$ cat config.mk
export PLATFORM = sky130hd
export DESIGN_NAME = ide_io_decoder
export DESIGN_NICKNAME = d
export VERILOG_FILES = /design/src/rtl/ide_dec_pkg.sv /design/src/rtl/ide_dec_ctrl.sv /design/src/rtl/ide_dec_path.sv /design/src/rtl/ide_io_decoder.sv
export SDC_FILE = /design/constraint.sdc
export NUM_CORES = 1
export LEC_CHECK = 0
export BUFFER_PORTS_ARGS = -buffer_cell sky130_fd_sc_hd__buf_4
export CORE_MARGIN = 5
export CORE_UTILIZATION = 40
export DETAILED_ROUTE_END_ITERATION = 7
export PLACE_DENSITY_LB_ADDON = 0.05
export SETUP_SLACK_MARGIN = 0.5
export SYNTH_ARGS = -nofsm -noshare
export SYNTH_HDL_FRONTEND = slang
export SYNTH_SLANG_ARGS = --single-unit
$ cat constraint.sdc
create_clock -name clk -period 5.1 [get_ports clk]
set_input_delay 1.02 -clock clk [delete_from_list [all_inputs] [get_ports clk]]
set_output_delay 1.02 -clock clk [all_outputs]
set_load 0.005 [all_outputs]
$ cat src/rtl/ide_dec_pkg.sv
package ide_dec_pkg;
  localparam int NUM_REGIONS = 5;
  localparam int SEL_OFFSET  = 6;
  localparam int SEL_BIT     = 4;
  localparam int CFG_CMDREG  = 5;

  typedef enum logic [2:0] {
    TGT_NONE    = 3'd0,
    TGT_PRI_CMD = 3'd1,
    TGT_PRI_CTL = 3'd2,
    TGT_SEC_CMD = 3'd3,
    TGT_SEC_CTL = 3'd4,
    TGT_BM_PRI  = 3'd5,
    TGT_BM_SEC  = 3'd6
  } tgt_e;

  typedef struct packed {
    logic done;
    logic fwdEn;
    tgt_e tgt;
    logic slave;
    logic selUpd;
    logic selChan;
    logic selVal;
    logic errSet;
    logic allOnes;
  } strobe_t;
endpackage

$ cat src/rtl/ide_dec_ctrl.sv
module ide_dec_ctrl
  import ide_dec_pkg::*;
#(
  parameter int AddrW      = 16,
  parameter int BmChanSize = 8
) (
  input  logic                   accValid,
  input  logic                   accWrite,
  input  logic [2:0]             accSize,
  input  logic                   selBit,
  input  logic [NUM_REGIONS-1:0] hitVec,
  input  logic [AddrW-1:0]       cmdOffPri,
  input  logic [AddrW-1:0]       cmdOffSec,
  input  logic [AddrW-1:0]       bmOff,
  input  logic                   ioEn,
  input  logic                   bmEn,
  input  logic [1:0]             curSel,
  input  logic [3:0]             drivePresent,
  output strobe_t                st
);
  logic       legal;
  logic       chan;
  logic       isCmd;
  logic       snoop;
  logic       selNext;
  tgt_e       chanTgt;
  logic [AddrW-1:0] cmdOff;

  assign legal = (accSize == 3'd1) || (accSize == 3'd2) || (accSize == 3'd4);

  always_comb begin
    chan    = 1'b0;
    isCmd   = 1'b0;
    chanTgt = TGT_NONE;
    if (hitVec[0])      begin chan = 1'b0; isCmd = 1'b1; chanTgt = TGT_PRI_CMD; end
    else if (hitVec[1]) begin chan = 1'b0; isCmd = 1'b0; chanTgt = TGT_PRI_CTL; end
    else if (hitVec[2]) begin chan = 1'b1; isCmd = 1'b1; chanTgt = TGT_SEC_CMD; end
    else if (hitVec[3]) begin chan = 1'b1; isCmd = 1'b0; chanTgt = TGT_SEC_CTL; end
    cmdOff  = chan ? cmdOffSec : cmdOffPri;
    snoop   = isCmd && accWrite && (cmdOff == AddrW'(SEL_OFFSET));
    selNext = snoop ? selBit : curSel[chan];
  end

  always_comb begin
    st = '0;
    if (accValid) begin
      st.done = 1'b1;
      if (ioEn) begin
        if (!legal || (hitVec == '0)) begin
          st.errSet  = 1'b1;
          st.allOnes = !accWrite;
        end else if (|hitVec[3:0]) begin
          st.selUpd  = snoop;
          st.selChan = chan;
          st.selVal  = selNext;
          st.slave   = selNext;
          if (drivePresent[{chan, selNext}]) begin
            st.fwdEn = 1'b1;
            st.tgt   = chanTgt;
          end else begin
            st.allOnes = !accWrite;
          end
        end else if (!(accWrite && !bmEn)) begin
          st.fwdEn = 1'b1;
          st.tgt   = (bmOff < AddrW'(BmChanSize)) ? TGT_BM_PRI : TGT_BM_SEC;
        end
      end
    end
  end


  always_comb begin
    fwd_err_excl_chk: assert (!(st.fwdEn && (st.errSet || st.allOnes)));
  end
endmodule

$ cat src/rtl/ide_dec_path.sv
module ide_dec_path
  import ide_dec_pkg::*;
#(
  parameter int AddrW      = 16,
  parameter int DataW      = 32,
  parameter int CmdSize    = 8,
  parameter int CtlSize    = 4,
  parameter int BmSize     = 16,
  parameter int BmChanSize = 8
) (
  input  logic                         clk,
  input  logic                         rstN,
  input  logic                         cfgWrEn,
  input  logic [2:0]                   cfgSel,
  input  logic [AddrW-1:0]             cfgData,
  input  logic                         accValid,
  input  logic                         accWrite,
  input  logic [2:0]                   accSize,
  input  logic [AddrW-1:0]             accAddr,
  input  logic [DataW-1:0]             accWrData,
  input  strobe_t                      st,
  output logic [NUM_REGIONS-1:0]       hitVec,
  output logic [AddrW-1:0]             cmdOffPri,
  output logic [AddrW-1:0]             cmdOffSec,
  output logic [AddrW-1:0]             bmOff,
  output logic                         ioEn,
  output logic                         bmEn,
  output logic [1:0]                   curSel,
  output logic                         accDone,
  output logic                         fwdValid,
  output logic [2:0]                   fwdTarget,
  output logic [AddrW-1:0]             fwdOffset,
  output logic                         fwdWrite,
  output logic [2:0]                   fwdSize,
  output logic [DataW-1:0]             fwdData,
  output logic                         fwdSlave,
  output logic                         rdAllOnes,
  output logic                         errFlag
);
  logic [NUM_REGIONS-1:0][AddrW-1:0] baseReg;
  logic [NUM_REGIONS-1:0][AddrW-1:0] regionOff;
  logic [AddrW-1:0]                  offSel;

  for (genvar g = 0; g < NUM_REGIONS; g++) begin : gRegion
    localparam int RSize = (g == 0 || g == 2) ? CmdSize :
                           ((g == 1 || g == 3) ? CtlSize : BmSize);
    logic [AddrW:0] limit;
    assign limit        = {1'b0, baseReg[g]} + (AddrW+1)'(RSize);
    assign hitVec[g]    = (accAddr >= baseReg[g]) && ({1'b0, accAddr} < limit);
    assign regionOff[g] = accAddr - baseReg[g];
  end

  assign cmdOffPri = regionOff[0];
  assign cmdOffSec = regionOff[2];
  assign bmOff     = regionOff[4];

  always_comb begin
    unique case (st.tgt)
      TGT_PRI_CMD: offSel = regionOff[0];
      TGT_PRI_CTL: offSel = regionOff[1];
      TGT_SEC_CMD: offSel = regionOff[2];
      TGT_SEC_CTL: offSel = regionOff[3];
      TGT_BM_PRI:  offSel = regionOff[4];
      TGT_BM_SEC:  offSel = regionOff[4] - AddrW'(BmChanSize);
      default:     offSel = '0;
    endcase
  end

  always_ff @(posedge clk) begin
    if (!rstN) begin
      baseReg <= '0;
      ioEn    <= 1'b0;
      bmEn    <= 1'b0;
    end else if (cfgWrEn) begin
      if (cfgSel < 3'(NUM_REGIONS)) begin
        if (cfgData != '0) baseReg[cfgSel] <= cfgData;
      end else if (cfgSel == 3'(CFG_CMDREG)) begin
        ioEn <= cfgData[0];
        bmEn <= cfgData[2];
      end
    end
  end

  always_ff @(posedge clk) begin
    if (!rstN) begin
      curSel    <= '0;
      accDone   <= 1'b0;
      fwdValid  <= 1'b0;
      fwdTarget <= TGT_NONE;
      fwdOffset <= '0;
      fwdWrite  <= 1'b0;
      fwdSize   <= '0;
      fwdData   <= '0;
      fwdSlave  <= 1'b0;
      rdAllOnes <= 1'b0;
      errFlag   <= 1'b0;
    end else begin
      if (st.selUpd) curSel[st.selChan] <= st.selVal;
      accDone   <= st.done;
      fwdValid  <= st.fwdEn;
      fwdTarget <= st.fwdEn ? st.tgt : TGT_NONE;
      fwdOffset <= offSel;
      fwdWrite  <= accWrite;
      fwdSize   <= accSize;
      fwdData   <= accWrData;
      fwdSlave  <= st.slave;
      rdAllOnes <= st.allOnes;
      errFlag   <= errFlag | st.errSet;
    end
  end


  err_sticky_chk: assert property (@(posedge clk) disable iff (!rstN)
    errFlag |=> errFlag);

  done_follow_chk: assert property (@(posedge clk) disable iff (!rstN)
    accValid |=> accDone);

  io_off_chk: assert property (@(posedge clk) disable iff (!rstN)
    (accValid && !ioEn) |=> (!fwdValid && !rdAllOnes && $stable(curSel)));

  sel_cause_chk: assert property (@(posedge clk) disable iff (!rstN)
    !$stable(curSel) |-> $past(accValid && accWrite && ioEn));

  bm_drop_chk: assert property (@(posedge clk) disable iff (!rstN)
    (fwdValid && fwdWrite && fwdTarget >= 3'(TGT_BM_PRI)) |-> $past(bmEn));
endmodule

$ cat src/rtl/ide_io_decoder.sv
module ide_io_decoder
  import ide_dec_pkg::*;
#(
  parameter int AddrW      = 16,
  parameter int DataW      = 32,
  parameter int CmdSize    = 8,
  parameter int CtlSize    = 4,
  parameter int BmSize     = 16,
  parameter int BmChanSize = 8
) (
  input  logic             clk,
  input  logic             rstN,
  input  logic             cfgWrEn,
  input  logic [2:0]       cfgSel,
  input  logic [AddrW-1:0] cfgData,
  input  logic             accValid,
  input  logic             accWrite,
  input  logic [2:0]       accSize,
  input  logic [AddrW-1:0] accAddr,
  input  logic [DataW-1:0] accWrData,
  input  logic [3:0]       drivePresent,
  output logic             accDone,
  output logic             fwdValid,
  output logic [2:0]       fwdTarget,
  output logic [AddrW-1:0] fwdOffset,
  output logic             fwdWrite,
  output logic [2:0]       fwdSize,
  output logic [DataW-1:0] fwdData,
  output logic             fwdSlave,
  output logic             rdAllOnes,
  output logic             errFlag,
  output logic             priSlave,
  output logic             secSlave
);
  strobe_t                st;
  logic [NUM_REGIONS-1:0] hitVec;
  logic [AddrW-1:0]       cmdOffPri;
  logic [AddrW-1:0]       cmdOffSec;
  logic [AddrW-1:0]       bmOff;
  logic                   ioEn;
  logic                   bmEn;
  logic [1:0]             curSel;

  assign priSlave = curSel[0];
  assign secSlave = curSel[1];

  ide_dec_ctrl #(.AddrW(AddrW), .BmChanSize(BmChanSize)) u_ctrl (
    .accValid(accValid), .accWrite(accWrite), .accSize(accSize),
    .selBit(accWrData[SEL_BIT]), .hitVec(hitVec),
    .cmdOffPri(cmdOffPri), .cmdOffSec(cmdOffSec), .bmOff(bmOff),
    .ioEn(ioEn), .bmEn(bmEn), .curSel(curSel),
    .drivePresent(drivePresent), .st(st)
  );

  ide_dec_path #(
    .AddrW(AddrW), .DataW(DataW), .CmdSize(CmdSize), .CtlSize(CtlSize),
    .BmSize(BmSize), .BmChanSize(BmChanSize)
  ) u_path (
    .clk(clk), .rstN(rstN), .cfgWrEn(cfgWrEn), .cfgSel(cfgSel),
    .cfgData(cfgData), .accValid(accValid), .accWrite(accWrite),
    .accSize(accSize), .accAddr(accAddr), .accWrData(accWrData), .st(st),
    .hitVec(hitVec), .cmdOffPri(cmdOffPri), .cmdOffSec(cmdOffSec),
    .bmOff(bmOff), .ioEn(ioEn), .bmEn(bmEn), .curSel(curSel),
    .accDone(accDone), .fwdValid(fwdValid), .fwdTarget(fwdTarget),
    .fwdOffset(fwdOffset), .fwdWrite(fwdWrite), .fwdSize(fwdSize),
    .fwdData(fwdData), .fwdSlave(fwdSlave), .rdAllOnes(rdAllOnes),
    .errFlag(errFlag)
  );
endmodule

==> run_results.csv <==
group,metric,value,unit
outcome,status,"finished clean",
synthesis,ys.flop_type,"dfxtp_1",
sta,clock.fmax,227,MHz
clock_tree,cts_sinks,144,
floorplan,row_count,65,
setup_path,r2r-start,"u_path.baseReg[23]$_SDFFE_PN0P_",
grt,grt_max_degree,79,
clock_tree,cts_buffer_depth,2,
layout,final_cells,2157,
clock_tree,cts_tree,"yes",
setup_path,critPathBufInv,4,
floorplan,start_util,40.6,%
setup_path,crit_chain,"buf_4 > clkinvlp_4 > ha_2 > inv_1 > fa_1 > xor2_2 > and4_1 > o21ai_0 > or4b_2 > nor4_2 > nand4_1 > mux2i_1 > and2_4 > and3_1 > buf_12 > a32oi_1 > o221ai_1",
setup_path,critPathLaunchType,"primary input",
synthesis,ys_ff_latch,144,
floorplan,die_width,189,um
pwr,switching_share,32.6,%
sta,slew_headroom,27.5,%
setup_path,r2r_setup_slack,780,ps
layout,fillers,3143,
sta,setup-violations-final,0,
pwr,max-vdd-ir-drop,233,uV
placed_design,portBuffers,140,
floorplan,io-pin-count,141,
pwr,p_leak,6.09,nW
setup_path,crit_arrival,4760,ps
setup_path,end_kind,"register",
floorplan,die_height,189,um
setup_path,cp_top_family,"simple AND/OR/NAND/NOR gates",
layout,insertedDiodeCount,0,
drt,first_iter_violations,932,
layout,final_nets,1980,
sta,min_period,4410,ps
grt,grt_first_pass_wirelength,70.5,mm
setup_path,crit_path_max_incr_delay,660,ps
clock_tree,cts-htree-levels,4,
drt,routed_via_density,5.70,
synthesis,syn-num-nets,1823,
clock_tree,clk_latency,450,ps
grt,grt_overflow_total,0,
grt,antenna_found_initial,0,
setup_path,crit_start,"accAddr[0]",
layout,final_layout_size_suffix_gt1_share,16.9,%
clock_tree,cts_inserted_buffers,17,
grt,grt_pass1_vias,11500,
floorplan,core_area,31600,sq um
sta,hold_violations,0,
sta,fin_worst_skew,15.0,ps
pwr,p_sw,1.15,mW
synthesis,synth_area,12800,sq um
drt,wl_per_cell,21.9,um
drt,firstDrtPassIters,7,
pwr,total_power,3.53,mW
layout,multi_input_area,9390,sq um
synthesis,yosysWarnings,0,
synthesis,synth_edf_count,0,
sta,rsz0062_at_grt,"no",
setup_path,cp_max_fo,16,
grt,grt_usage,25.8,%
synthesis,async_flop_share,0,%
drt,drcViolationCount,0,
layout,regArea,2890,sq um
floorplan,die_area,35800,sq um
worst_hold_path,hold_class,"reg2reg",
pwr,internal_power,2.38,mW
worst_hold_path,min-delay-start,"u_path.baseReg[33]$_SDFFE_PN0P_",
clock_tree,clk_pin_slew,60,ps
placed_design,placedCellCount,2122,
setup_path,critPathKind,"in2reg",
drt,antenna_left,0,
sta,period_share,86.5,%
pwr,p_comb_share,26.9,%
placed_design,dp.final_hpwl,38.0,mm
pwr,power_density,231,nW/um^2
setup_path,worst_ep_required_time,5450,ps
synthesis,syn_inst,1586,
synthesis,synth.yosys.seq_area_share,22.5,%
synthesis,synth_area_per_cell,8.09,sq um
sta,maxSlewViolCount,0,
drt,wirelength,47.3,mm
clock_tree,ctsRootBufferMaster,"clkbuf_16",
sta,tightest_slew,1080,ps
layout,area_growth,18.9,%
pwr,pwr-share-seq,33.3,%
job,cap_violations,0,
pwr,p_clk_share,39.8,%
setup_path,slowest_stage,"or4b_2",
placed_design,place_congestion,0.912,
sta,tns,0,ps
synthesis,synth_cell_types,91,
layout,final_core_util,48.2,%
drt,num_vias,12300,
[per-stage QoR]
stage	worst slack, ps	cell area [sq um]	hold slack, ps
finish	687	15300	460
global route	507	15300	475
CTS	468	15100	458
detailed placement	114	14500	449
global placement	165	14500	448
floorplan	730	12800	436
[sequential cells by signal, summed over array words and instances, names as in the netlist]
signal	flops
u_path.fwdOffset	16
u_path.fwdValid	1
u_path.accDone	1
u_path.errFlag	1
u_path.bmEn	1
u_path.baseReg	80
u_path.fwdWrite	1
u_path.fwdData	32
u_path.fwdSlave	1
u_path.curSel	2
u_path.rdAllOnes	1
u_path.fwdTarget	3
u_path.ioEn	1
u_path.fwdSize	3
[metal layers]
layer	track usage (%)	up-vias	wire length [um]
met2	38.1	391	19600
met3	4.59	66	3020
met4	8.94	0	1540
met5	0	-	0
met1	37.7	5820	23100
li1	-	6024	-
[kinds of logic (layout without fill, tap and decap cells)]
| logic type | count (synthesis) | after routing | share of synthesized area (%) |
|---|---|---|---|
| AO/OA/AOI/OAI | 365 | 365 | 19.8 |
| buffers and inverters | 160 | 329 | 5.28 |
| multiplexers | 73 | 73 | 5.77 |
| AND/OR/NAND/NOR | 566 | 566 | 22.7 |
| XOR/XNOR | 120 | 120 | 8.25 |
| flip-flops | 144 | 144 | 22.5 |
| adder cells (fa/ha/maj) | 158 | 158 | 15.7 |
[cells in the mapped netlist (6+ instances only)]
master	instances	area share, %
nand4_1	35	1.7
mux2_2	8	0.70
a2111oi_0	7	0.48
o211ai_1	11	0.64
o21ai_0	49	1.9
mux2i_1	65	5.1
a22oi_1	6	0.35
a32oi_1	11	0.75
nand2_1	139	4.1
nor2b_1	37	1.8
a21oi_1	89	3.5
a21o_1	37	2.2
dfxtp_1	144	22
nor4_1	19	0.93
ha_1	153	15
and2_1	46	2.2
o21bai_1	9	0.53
nor2_1	113	3.3
clkbuf_1	31	0.91
nand3b_1	6	0.35
inv_1	111	3.2
a31oi_1	12	0.59
nand3_1	53	2.1
xnor2_1	92	6.3
o31a_1	6	0.41
nor3_1	33	1.3
a211oi_1	21	1.2
or2_2	10	0.49
o21a_1	16	0.94
and3_1	20	0.98
xor2_1	27	1.8
a21boi_0	19	1.1
nand2b_1	11	0.54
[cell type report]
cell class | count | area share [%]
multi-input combinational | 1282 | 61.5
inverter | 113 | 2.80
clock buffer | 18 | 2.88
tap | 402 | 3.30
timing repair buffer | 185 | 9.27
sequential | 144 | 18.9
clock inverter | 13 | 1.31
[worst reg2reg max path: stages, from the launching register on]
cell       delay [ps]
dfxtp_1           410
inv_1             110
nor2_2            160
nand2_1            80
nor3_2            170
nand2_1           130
nor3_2            190
xnor2_1           100
ha_1              300
nand3_1           110
a2111oi_1         390
o221ai_1          190
a21oi_1           200
o32ai_2           180
o2bb2ai_2         180
nand4bb_1         240
a2bb2oi_1         160
and2_4            170
and3_1            170
buf_12            160
a32oi_1           220
o221ai_1          160
[final timing paths]
kind | to | depth (start not counted)
max | u_path.fwdOffset[2]$_SDFF_PN0_ | 17
min | u_path.baseReg[33]$_SDFFE_PN0P_ | 2
max reg2reg | u_path.fwdOffset[2]$_SDFF_PN0_ | 21
min reg2reg | u_path.baseReg[33]$_SDFFE_PN0P_ | 2
[power groups by stage]
stage	Combinational [mW]	Clock, mW	Sequential, mW
5_1_grt	1.03	1.48	1.18
6_report	0.949	1.41	1.17
2_1_floorplan	0.569	0	1.20
4_1_cts	0.931	1.43	1.17
3_3_place_gp	0.922	0	1.20
3_5_place_dp	0.922	0	1.20
[repair_timing]
item / in CTS / in global routing
resized for setup: 3 / 26
hold buffers: 0 / 0
endpoints found under the setup margin: 19 / 18
pin swaps: 1 / 5
setup buffers: 1 / 3
endpoints found under the hold margin: 0 / 0
[cells in the final DEF, fill, tap and decap left out, types with 19 or more instances in the layout]
| master | instances |
|---|---|
| a211oi_1 | 19 |
| a21boi_0 | 19 |
| a21o_1 | 37 |
| a21oi_1 | 88 |
| and2_1 | 46 |
| and3_1 | 20 |
| buf_4 | 183 |
| dfxtp_1 | 142 |
| ha_1 | 151 |
| inv_1 | 110 |
| mux2i_1 | 65 |
| nand2_1 | 138 |
| nand3_1 | 52 |
| nand4_1 | 35 |
| nor2_1 | 110 |
| nor2b_1 | 37 |
| nor3_1 | 30 |
| o21ai_0 | 48 |
| xnor2_1 | 92 |
| xor2_1 | 26 |
Power figures use the tool's default switching activity.
